File: src/rtl/bcd_rtc.sv
module bcd_rtc #(
  parameter logic [7:0] RST_CENTURY = 8'h20
) (
  input  logic       clk,
  input  logic       rst_n,
  input  logic       tick,
  input  logic       we,
  input  logic       re,
  input  logic [3:0] addr,
  input  logic [7:0] wdata,
  output logic [7:0] rdata,
  output logic       irq
);

  localparam logic [3:0] A_STAT = 4'hE;
  localparam logic [3:0] A_CTRL = 4'hF;

  logic [7:0] cnt [8];
  logic [7:0] usr [8];
  logic [7:0] nxt [8];
  logic [7:0] alm [4];
  logic       run, aie, dirty, flag, tick_q;
  logic       leap, match, load, time_wr, ctrl_wr;
  logic       w_sec, w_min, w_hr, w_date, w_mon, w_yr;
  logic [7:0] last_day;

  function automatic logic [7:0] bcd_inc(input logic [7:0] v);
    if (v[3:0] >= 4'd9) return (v[7:4] >= 4'd9) ? 8'h00 : {v[7:4] + 4'd1, 4'd0};
    return {v[7:4], v[3:0] + 4'd1};
  endfunction

  function automatic logic [1:0] bcd_mod4(input logic [7:0] v);
    return {v[4], 1'b0} + v[1:0];
  endfunction

  function automatic logic [7:0] reset_val(input int i);
    case (i)
      3, 4, 5: return 8'h01;
      7:       return RST_CENTURY;
      default: return 8'h00;
    endcase
  endfunction

  function automatic logic [7:0] wr_mask(input logic [2:0] a);
    case (a)
      3'd0, 3'd1: return 8'h7F;
      3'd2, 3'd4: return 8'h3F;
      3'd3:       return 8'h07;
      default:    return 8'hFF;
    endcase
  endfunction

  assign ctrl_wr = we && addr == A_CTRL;
  assign time_wr = we && !addr[3] && !run;
  assign load    = ctrl_wr && wdata[7] && !run && dirty;

  assign leap = (cnt[6] == 8'h00) ? (bcd_mod4(cnt[7]) == 2'd0) : (bcd_mod4(cnt[6]) == 2'd0);

  always_comb begin
    case (cnt[5][4:0])
      5'h02:                      last_day = leap ? 8'h29 : 8'h28;
      5'h04, 5'h06, 5'h09, 5'h11: last_day = 8'h30;
      default:                    last_day = 8'h31;
    endcase
  end

  assign w_sec  = cnt[0] == 8'h59;
  assign w_min  = w_sec && cnt[1] == 8'h59;
  assign w_hr   = w_min && cnt[2] == 8'h23;
  assign w_date = w_hr && cnt[4] == last_day;
  assign w_mon  = w_date && cnt[5][4:0] == 5'h12;
  assign w_yr   = w_mon && cnt[6] == 8'h99;

  always_comb begin
    nxt = cnt;
    nxt[0] = w_sec ? 8'h00 : bcd_inc(cnt[0]);
    if (w_sec) nxt[1] = w_min ? 8'h00 : bcd_inc(cnt[1]);
    if (w_min) nxt[2] = w_hr ? 8'h00 : bcd_inc(cnt[2]);
    if (w_hr) begin
      nxt[3] = (cnt[3] >= 8'h07) ? 8'h01 : cnt[3] + 8'h01;
      nxt[4] = w_date ? 8'h01 : bcd_inc(cnt[4]);
    end
    if (w_date)
      nxt[5][4:0] = w_mon ? 5'h01 : ((cnt[5][3:0] == 4'h9) ? 5'h10 : cnt[5][4:0] + 5'h01);
    if (w_mon) nxt[6] = w_yr ? 8'h00 : bcd_inc(cnt[6]);
    if (w_yr)  nxt[7] = bcd_inc(cnt[7]);
  end

  always_ff @(posedge clk) begin
    if (!rst_n) begin
      for (int i = 0; i < 8; i++) cnt[i] <= reset_val(i);
    end else if (load) begin
      for (int i = 0; i < 8; i++) cnt[i] <= usr[i];
    end else if (tick) begin
      for (int i = 0; i < 8; i++) cnt[i] <= nxt[i];
    end
  end

  always_ff @(posedge clk) begin
    if (!rst_n) begin
      for (int i = 0; i < 8; i++) usr[i] <= reset_val(i);
    end else if (run) begin
      for (int i = 0; i < 8; i++) usr[i] <= cnt[i];
    end else if (time_wr) begin
      usr[addr[2:0]] <= wdata & wr_mask(addr[2:0]);
    end
  end

  always_ff @(posedge clk) begin
    if (!rst_n) begin
      run    <= 1'b1;
      aie    <= 1'b0;
      dirty  <= 1'b0;
      tick_q <= 1'b0;
      flag   <= 1'b0;
      for (int i = 0; i < 4; i++) alm[i] <= 8'h00;
    end else begin
      tick_q <= tick;
      if (ctrl_wr) begin
        run <= wdata[7];
        aie <= wdata[3];
      end
      if (time_wr) dirty <= 1'b1;
      else if (ctrl_wr && wdata[7]) dirty <= 1'b0;
      if (we && addr[3:2] == 2'b10) alm[addr[1:0]] <= wdata;
      if (match) flag <= 1'b1;
      else if (re && addr == A_STAT) flag <= 1'b0;
    end
  end

  assign match = tick_q
    && (alm[0][7] || alm[0][6:0] == cnt[0][6:0])
    && (alm[1][7] || alm[1][6:0] == cnt[1][6:0])
    && (alm[2][7] || alm[2][5:0] == cnt[2][5:0])
    && (alm[3][7] || alm[3][5:0] == cnt[4][5:0]);

  assign irq = flag && aie;

  always_comb begin
    if (!addr[3])               rdata = usr[addr[2:0]];
    else if (addr[3:2] == 2'b10) rdata = alm[addr[1:0]];
    else if (addr == A_STAT)    rdata = {7'd0, flag};
    else if (addr == A_CTRL)    rdata = {run, 3'd0, aie, 3'd0};
    else                        rdata = 8'h00;
  end

  AST_SEC_ONLY_ON_TICK: assert property (@(posedge clk) disable iff (!rst_n)
    (!tick && !load) |=> $stable(cnt[0]));
  AST_FROZEN_VIEW: assert property (@(posedge clk) disable iff (!rst_n)
    (!run && !time_wr) |=> $stable(usr[0]));
  AST_MONTH_CTRL_KEPT: assert property (@(posedge clk) disable iff (!rst_n)
    (tick && !load) |=> cnt[5][7:5] == $past(cnt[5][7:5]));
  AST_DOW_WRAP: assert property (@(posedge clk) disable iff (!rst_n)
    (tick && !load && w_hr && cnt[3] == 8'h07) |=> cnt[3] == 8'h01);
  AST_FLAG_AFTER_TICK: assert property (@(posedge clk) disable iff (!rst_n)
    $rose(flag) |-> $past(tick_q));
  AST_STAT_CLEAR: assert property (@(posedge clk) disable iff (!rst_n)
    (re && addr == A_STAT && !match) |=> !flag);

endmodule

File: config.mk
export PLATFORM = sky130hd
export DESIGN_NAME = bcd_rtc
export DESIGN_NICKNAME = d
export VERILOG_FILES = /design/src/rtl/bcd_rtc.sv
export SDC_FILE = /design/constraint.sdc
export NUM_CORES = 1
export LEC_CHECK = 0
export ABC_CLOCK_PERIOD_IN_PS = 3500
export BUFFER_PORTS_ARGS = -buffer_cell sky130_fd_sc_hd__buf_2
export CORE_ASPECT_RATIO = 1.4
export CORE_MARGIN = 3
export CORE_UTILIZATION = 55
export CTS_BUF_LIST = sky130_fd_sc_hd__clkbuf_8 sky130_fd_sc_hd__clkbuf_16
export CTS_CLUSTER_DIAMETER = 50
export CTS_CLUSTER_SIZE = 16
export DETAILED_ROUTE_END_ITERATION = 16
export PLACE_DENSITY = 0.72
export SYNTH_ARGS = -nofsm -noshare
export SYNTH_HDL_FRONTEND = slang
export SYNTH_SLANG_ARGS = --single-unit
File: constraint.sdc
create_clock -name clk -period 3.5 [get_ports clk]
set_input_delay 0.7 -clock clk [delete_from_list [all_inputs] [get_ports clk]]
set_output_delay 0.7 -clock clk [all_outputs]
set_load 0.05 [all_outputs]
==> impl_metrics.ini, run 1 <==
[grt]
antenna_found_initial = 0
overflow = 0
grt_use_total = 0.313
grt_pass1_vias = 8148
grt_max_degree = 57
grt_pass1_wl_mm = 46.4

[cells_and_area]
syn2layout_area_growth_pct = 10.7
stdcell_area_sq_um = 10700
final_common_cell = nand2_1
nets = 1142
diodes = 0
fin_cells = 1331
layout-drive-gt1-share = 0.127
final_cell_mix = 139 x nand2_1, 99 x nor2_1, 96 x edfxtp_1

[drt]
ant_nets = 0
firstDrtPassIters = 5
viasPerCell = 6.50
vias = 8648
first_iter_violations = 823
routedWlPerCell_um = 22.4
drc_errors = 0
wl_mm = 29.8

[power]
leakage_nw = 4.07
cellPowerDensity_nw_per_um2 = 399
peakVddDrop_v = 0.000350

[setup_path]
r2r_cells = 9
r2r_end = cnt[6]$_SDFFE_PN0P_
worstPathMaxFanout = 10
slowest_delay_ns = 0.33
cpMostUsedCell = buf_2
critPathCaptureType = primary output
cpMaxStageDelayCell = and2_1
cp.required_ns = 2.80
cp-endpoint = rdata[4]
worst_ep_arrival_time_ns = 2.48
crit_start = addr[0]
rrSetupSlack_ns = 0.50
cp-start-kind = input pin
path_cells = buf_2, buf_4, and2_1, nand2_1, o21ai_0, a22o_1, a21oi_1, o21ai_1, buf_2
criticalPathCategory = input pin to primary output
reg2reg_from = cnt[52]$_SDFFE_PN0P_

[floorplan]
die_area_sq_um = 19200
ios = 26
die_x_um = 118
die_y_um = 163
initial_utilization = 0.568
core-area_sq_um = 17000
row_count = 56

[placement]
place_hpwl_mm = 22.1
dp_cells = 1299
io_buffers = 25
placed_cell_area_sq_um = 10100
routabilityCongestion = 0.997

[clock_network]
cts-buffers-inserted = 17
hold_buffers = 0
clockRootBuffer = clkbuf_16
cts.clk_slew.worst_paths_ns = 0.06
post_cts_buffers = 0
clock_sinks = 165
htree_levels = 4
cts_buffer_depth = 2
ctsResizeCount = 0
cts_tree = built
insertion_delay_ns = 0.44

[synth]
synth_enable_flop_cells = 96
postSynth.asyncResetShare = 0
synthesis.nets = 1124
ys_ff_latch = 165
yosysTopAreaCell = edfxtp_1
synth_area_per_cell_sq_um = 9.06
ys_seq_area_frac = 0.441
yosysWarnings = 0
ys.flop_type = edfxtp_1
synthTopCellsByArea = edfxtp_1 30%, dfxtp_1 14%, nand2_1 5.4%, ha_1 5.0%, o21ai_0 4.9%
syn_area_sq_um = 9680
yosysUniqueCellTypes = 78
yosysTopAreaCellShare = 0.298
netlist_instances = 1068

[timing]
slew_headroom = 0.302
fin_crit_ns = 3.18
slew_viol_final = 0
fmax_mhz = 314
worst_pin_slew_ns = 1.04
setup_tns_ns = 0
fin_skew_ns = 0.0114
setup_viol = 0
hold_viol_final = 0
period_share = 0.909
rsz0062_at_grt = false

[run]
drv_cap = 0

[worst_hold_path]
hp-class = flip-flop to flip-flop

[outcome]
status = completed
report_power, final:
group	total, W	internal (W)	leakage [nW]	switching, W
sequential	0.00213	0.00208	1.63	0.0000433
combinational	0.000302	0.0000982	2.16	0.000204
clock	0.00185	0.000997	0.281	0.000852
total	0.00428	0.00318	4.07	0.00110
registers in the layout, indices dropped and copies added, names as in the netlist:
name,count
tick_q,1
usr,64
alm,32
flag,1
aie,1
dirty,1
cnt,64
run,1
how the worst min path moves through the flow:
stage / to / slack [ns] / startpoint / cells past startpoint
after floorplan: flag$_SDFFE_PN0P_ / 0.42 / tick_q$_SDFF_PN0_ / 2
after global placement: cnt[23]$_SDFFE_PN0P_ / 0.44 / cnt[23]$_SDFFE_PN0P_ / 2
after detailed placement: cnt[22]$_SDFFE_PN0P_ / 0.45 / cnt[22]$_SDFFE_PN0P_ / 2
after CTS: cnt[21]$_SDFFE_PN0P_ / 0.46 / cnt[21]$_SDFFE_PN0P_ / 2
after global routing: cnt[23]$_SDFFE_PN0P_ / 0.47 / cnt[23]$_SDFFE_PN0P_ / 2
final: cnt[22]$_SDFFE_PN0P_ / 0.46 / cnt[22]$_SDFFE_PN0P_ / 2
final cells by class:
class                      instances  area [sq um]
fill                            1454          6320
multi-input combinational        786          4970
sequential                       165          4260
clock buffer                      17           425
timing repair buffer              65           425
tap                              232           290
inverter                          51           191
clock inverter                    15           140
synthesized netlist by cell type (all sizes together) (3+ instances only):
cell type and number:
a22oi 18, dfxtp 69, a22o 7, a221oi 9, nor3 17, nor4 10
mux4 8, a311oi 3, nand3b 3, buf 14, a2111oi 3, xnor2 12
nor2 100, or4 5, nand3 43, or3 7, ha 39, or4b 3
nand2 140, o21ai 96, and4 3, o211ai 7, xor2 17, mux2i 17
a211oi 14, nand4 7, edfxtp 96, inv 51, nor2b 7, or3b 3
mux2 11, or2 6, clkbuf 52, nor4b 5, o22ai 22, o2111ai 3
nand2b 7, a31oi 20, a211o 4, o31ai 7, nand4b 5, and3 15
a21oi 47, and2 8
cell families (layout without fill, tap and decap cells):
group                      count (synthesis)  in the layout  share of synthesized area
xor gates and xnor gates                  29             29                     0.0263
and+or+nand+nor                          400            400                      0.202
adders and majority gates                 39             39                     0.0504
AOI/OAI and AO/OA                        282            282                      0.184
DFF                                      165            165                      0.441
muxes                                     36             36                     0.0490
buffers and inverters                    117            148                     0.0480
per-stage QoR:
step	setup WS, ns	total power [W]	hold WS [ns]	util
4_1_cts	0.375	0.00427	0.457	0.629
6_report	0.318	0.00428	0.457	0.629
3_5_place_dp	0.376	0.00246	0.448	0.596
2_1_floorplan	0.198	0.00234	0.417	-
3_3_place_gp	0.406	0.00246	0.442	0.596
5_1_grt	0.231	0.00438	0.475	0.629
metal layers:
metal / global-route usage / wire length [um] / up-vias
met5: 0 / 0 / -
met2: 0.512 / 13900 / 452
met1: 0.397 / 11700 / 4129
met4: 0.169 / 1630 / 0
met3: 0.0532 / 2460 / 105
li1: - / - / 3962
worst max-delay path: cells and delay by family:
| family | cells | cell delay, ns |
|---|---|---|
| compound gates | 4 | 0.52 |
| buf+inv | 3 | 0.82 |
| simple gates | 2 | 0.44 |
Power figures use the tool's default switching activity.
==> run 2: changes to the inputs <==
--- a/config.mk
+++ b/config.mk
@@ -5,6 +5,7 @@
 export SDC_FILE = /design/constraint.sdc
 export NUM_CORES = 1
 export LEC_CHECK = 0
+export ABC_AREA = 1
 export ABC_CLOCK_PERIOD_IN_PS = 3500
 export BUFFER_PORTS_ARGS = -buffer_cell sky130_fd_sc_hd__buf_2
 export CORE_ASPECT_RATIO = 1.4
==> run 2 against run 1 <==
  * Sequential power about the same
  * Fmax fell by 4.3%
  * Synthesized area shrank 1.4%
  * Critical endpoint is now rdata[5]
  * Utilization decreased by 0.94 points
  * Worst setup slack lost 0.14 ns
  * Total power fell by 2.2%
  * Clock power shrank 4%
  * Global-route usage increased by 0.23 points
  * Largest cell class unchanged
  * Synthesized cell count increased by 11%
  * Largest power group unchanged
==> impl_metrics.ini, run 2 <==
[outcome]
status = completed

[drt]
wl_mm = 29.2
vias = 8744
firstDrtPassIters = 6
first_iter_violations = 1000
viasPerCell = 6.01
drc_errors = 0
routedWlPerCell_um = 20.1
ant_nets = 0

[timing]
rsz0062_at_grt = false
setup_viol = 0
postLayoutSetupSlackWorst_ns = 0.175
slew_viol_final = 0
worst_pin_slew_ns = 0.810
fin_crit_ns = 3.33
fmax_mhz = 301
period_share = 0.950
setup_tns_ns = 0
hold_viol_final = 0
fin_skew_ns = 0.00710
slew_headroom = 0.460

[cells_and_area]
fin_util = 0.620
layout-drive-gt1-share = 0.0834
diodes = 0
top_regs = cnt (64), usr (64), alm (32)
nets = 1266
final_common_cell = nand2_1
fin_cells = 1455
syn2layout_area_growth_pct = 9.70
final_cell_mix = 170 x nand2_1, 154 x nor2_1, 153 x inv_1

[floorplan]
ios = 26
die_x_um = 117
row_count = 56
core-area_sq_um = 16900
die_y_um = 162
die_area_sq_um = 19000
initial_utilization = 0.565

[grt]
grt_max_degree = 73
antenna_found_initial = 0
grt_pass1_wl_mm = 45.2
overflow = 0
grt_pass1_vias = 8121
grt_use_total = 0.315

[clock_network]
post_cts_buffers = 0
cts_tree = built
clockRootBuffer = clkbuf_16
clock_sinks = 165
htree_levels = 4
ctsResizeCount = 0
cts-buffers-inserted = 17
cts_buffer_depth = 2
cts.clk_slew.worst_paths_ns = 0.07
insertion_delay_ns = 0.43
hold_buffers = 0

[setup_path]
worst_ep_arrival_time_ns = 2.63
crit_buf_inv = 3
cp-start-kind = input pin
worstPathMaxFanout = 18
cpMaxStageDelayCell = nor2_1
crit_family = buffers and inverters
slowest_delay_ns = 0.41
criticalPathCategory = input pin to primary output
cp.required_ns = 2.80
r2r_cells = 13
crit_cells = 8
critPathCaptureType = primary output
path_cells = buf_2, clkinv_1, nor2_1, o21ai_0, a21oi_1, nor3_1, o21ai_0, buf_2

[synth]
yosys.cell_count.top_type = nand2_1
synthesis.nets = 1243
netlist_instances = 1187
yosysTopAreaCellShare = 0.302
yosysTopAreaCell = edfxtp_1
ys_seq_area_frac = 0.447
synthTopCellsByArea = edfxtp_1 30%, dfxtp_1 14%, nand2_1 6.7%, o21ai_0 6.4%, nor2_1 6.1%
ys_ff_latch = 165
synth_enable_flop_cells = 96
yosys-top-cells-count = 170 x nand2_1, 154 x nor2_1, 148 x inv_1
synth_area_per_cell_sq_um = 8.03
yosysUniqueCellTypes = 47
postSynth.asyncResetShare = 0
ys.flop_type = edfxtp_1
yosysWarnings = 0
syn_area_sq_um = 9540

[power]
leakage_nw = 4.37
p_comb_frac = 0.070
peakVddDrop_v = 0.000309
p_total_w = 0.00418
power_switching_w = 0.00103
cellPowerDensity_nw_per_um2 = 400
switching_share = 0.246
power_frac_seq = 0.504
p_int_w = 0.00315
p_clk_frac = 0.426

[worst_hold_path]
whs_path_depth = 2
hp-class = flip-flop to flip-flop

[placement]
io_buffers = 25
place_hpwl_mm = 21.7
post-place-ws_ns = 0.253
dp_cells = 1423
routabilityCongestion = 1.01

[run]
drv_cap = 0
## run 2: per-stage QoR
stage | cell area, sq um | hold slack [ns]
2_1_floorplan | 9540 | 0.430
3_3_place_gp | 9910 | 0.448
3_5_place_dp | 9910 | 0.453
4_1_cts | 10500 | 0.461
5_1_grt | 10500 | 0.473
6_report | 10500 | 0.463
## run 2: logic make-up (layout without fill, tap and decap cells)
family,after synthesis,after routing,synth area share
and+or+nand+nor,446,446,0.203
AOI/OAI and AO/OA,299,299,0.180
buffers and inverters,202,238,0.0848
DFF,165,165,0.447
adders and majority gates,39,39,0.0512
xor gates and xnor gates,36,36,0.0331
## run 2: power by group through the flow
stage	sequential, W	combinational [W]	clock [W]
finish	0.00211	0.000292	0.00178
global route	0.00211	0.000311	0.00186
CTS	0.00211	0.000285	0.00178
detailed placement	0.00215	0.000284	0
global placement	0.00215	0.000283	0
floorplan	0.00213	0.000184	0
## run 2: metal layers
| metal | track usage | vias up | routed length, um |
|---|---|---|---|
| li1 | - | 4100 | - |
| met1 | 0.405 | 4098 | 11300 |
| met2 | 0.499 | 452 | 13900 |
| met3 | 0.0570 | 94 | 2240 |
| met4 | 0.169 | 0 | 1780 |
| met5 | 0 | - | 0 |
## run 2: worst min-delay path, stage by stage (launching register included)
cell	delay, ns
dfxtp_1	0.30
inv_1	0.06
a21oi_1	0.06
## run 2: final cells by class
type,instances,area (sq um)
Fill cell,1536,6420
Clock buffer,19,453
Clock inverter,13,95.1
Sequential cell,165,4260
Tap cell,232,290
Timing Repair Buffer,45,288
Inverter,161,607
Multi-Input combinational cell,820,4460
## run 2: final timing paths
check,from,to,slack (ns)
max,addr[2],rdata[5],0.17
max reg2reg,cnt[60]$_SDFFE_PN0P_,cnt[19]$_SDFFE_PN0P_,0.77
min reg2reg,cnt[23]$_SDFFE_PN0P_,cnt[23]$_SDFFE_PN0P_,0.46
min,cnt[23]$_SDFFE_PN0P_,cnt[23]$_SDFFE_PN0P_,0.46
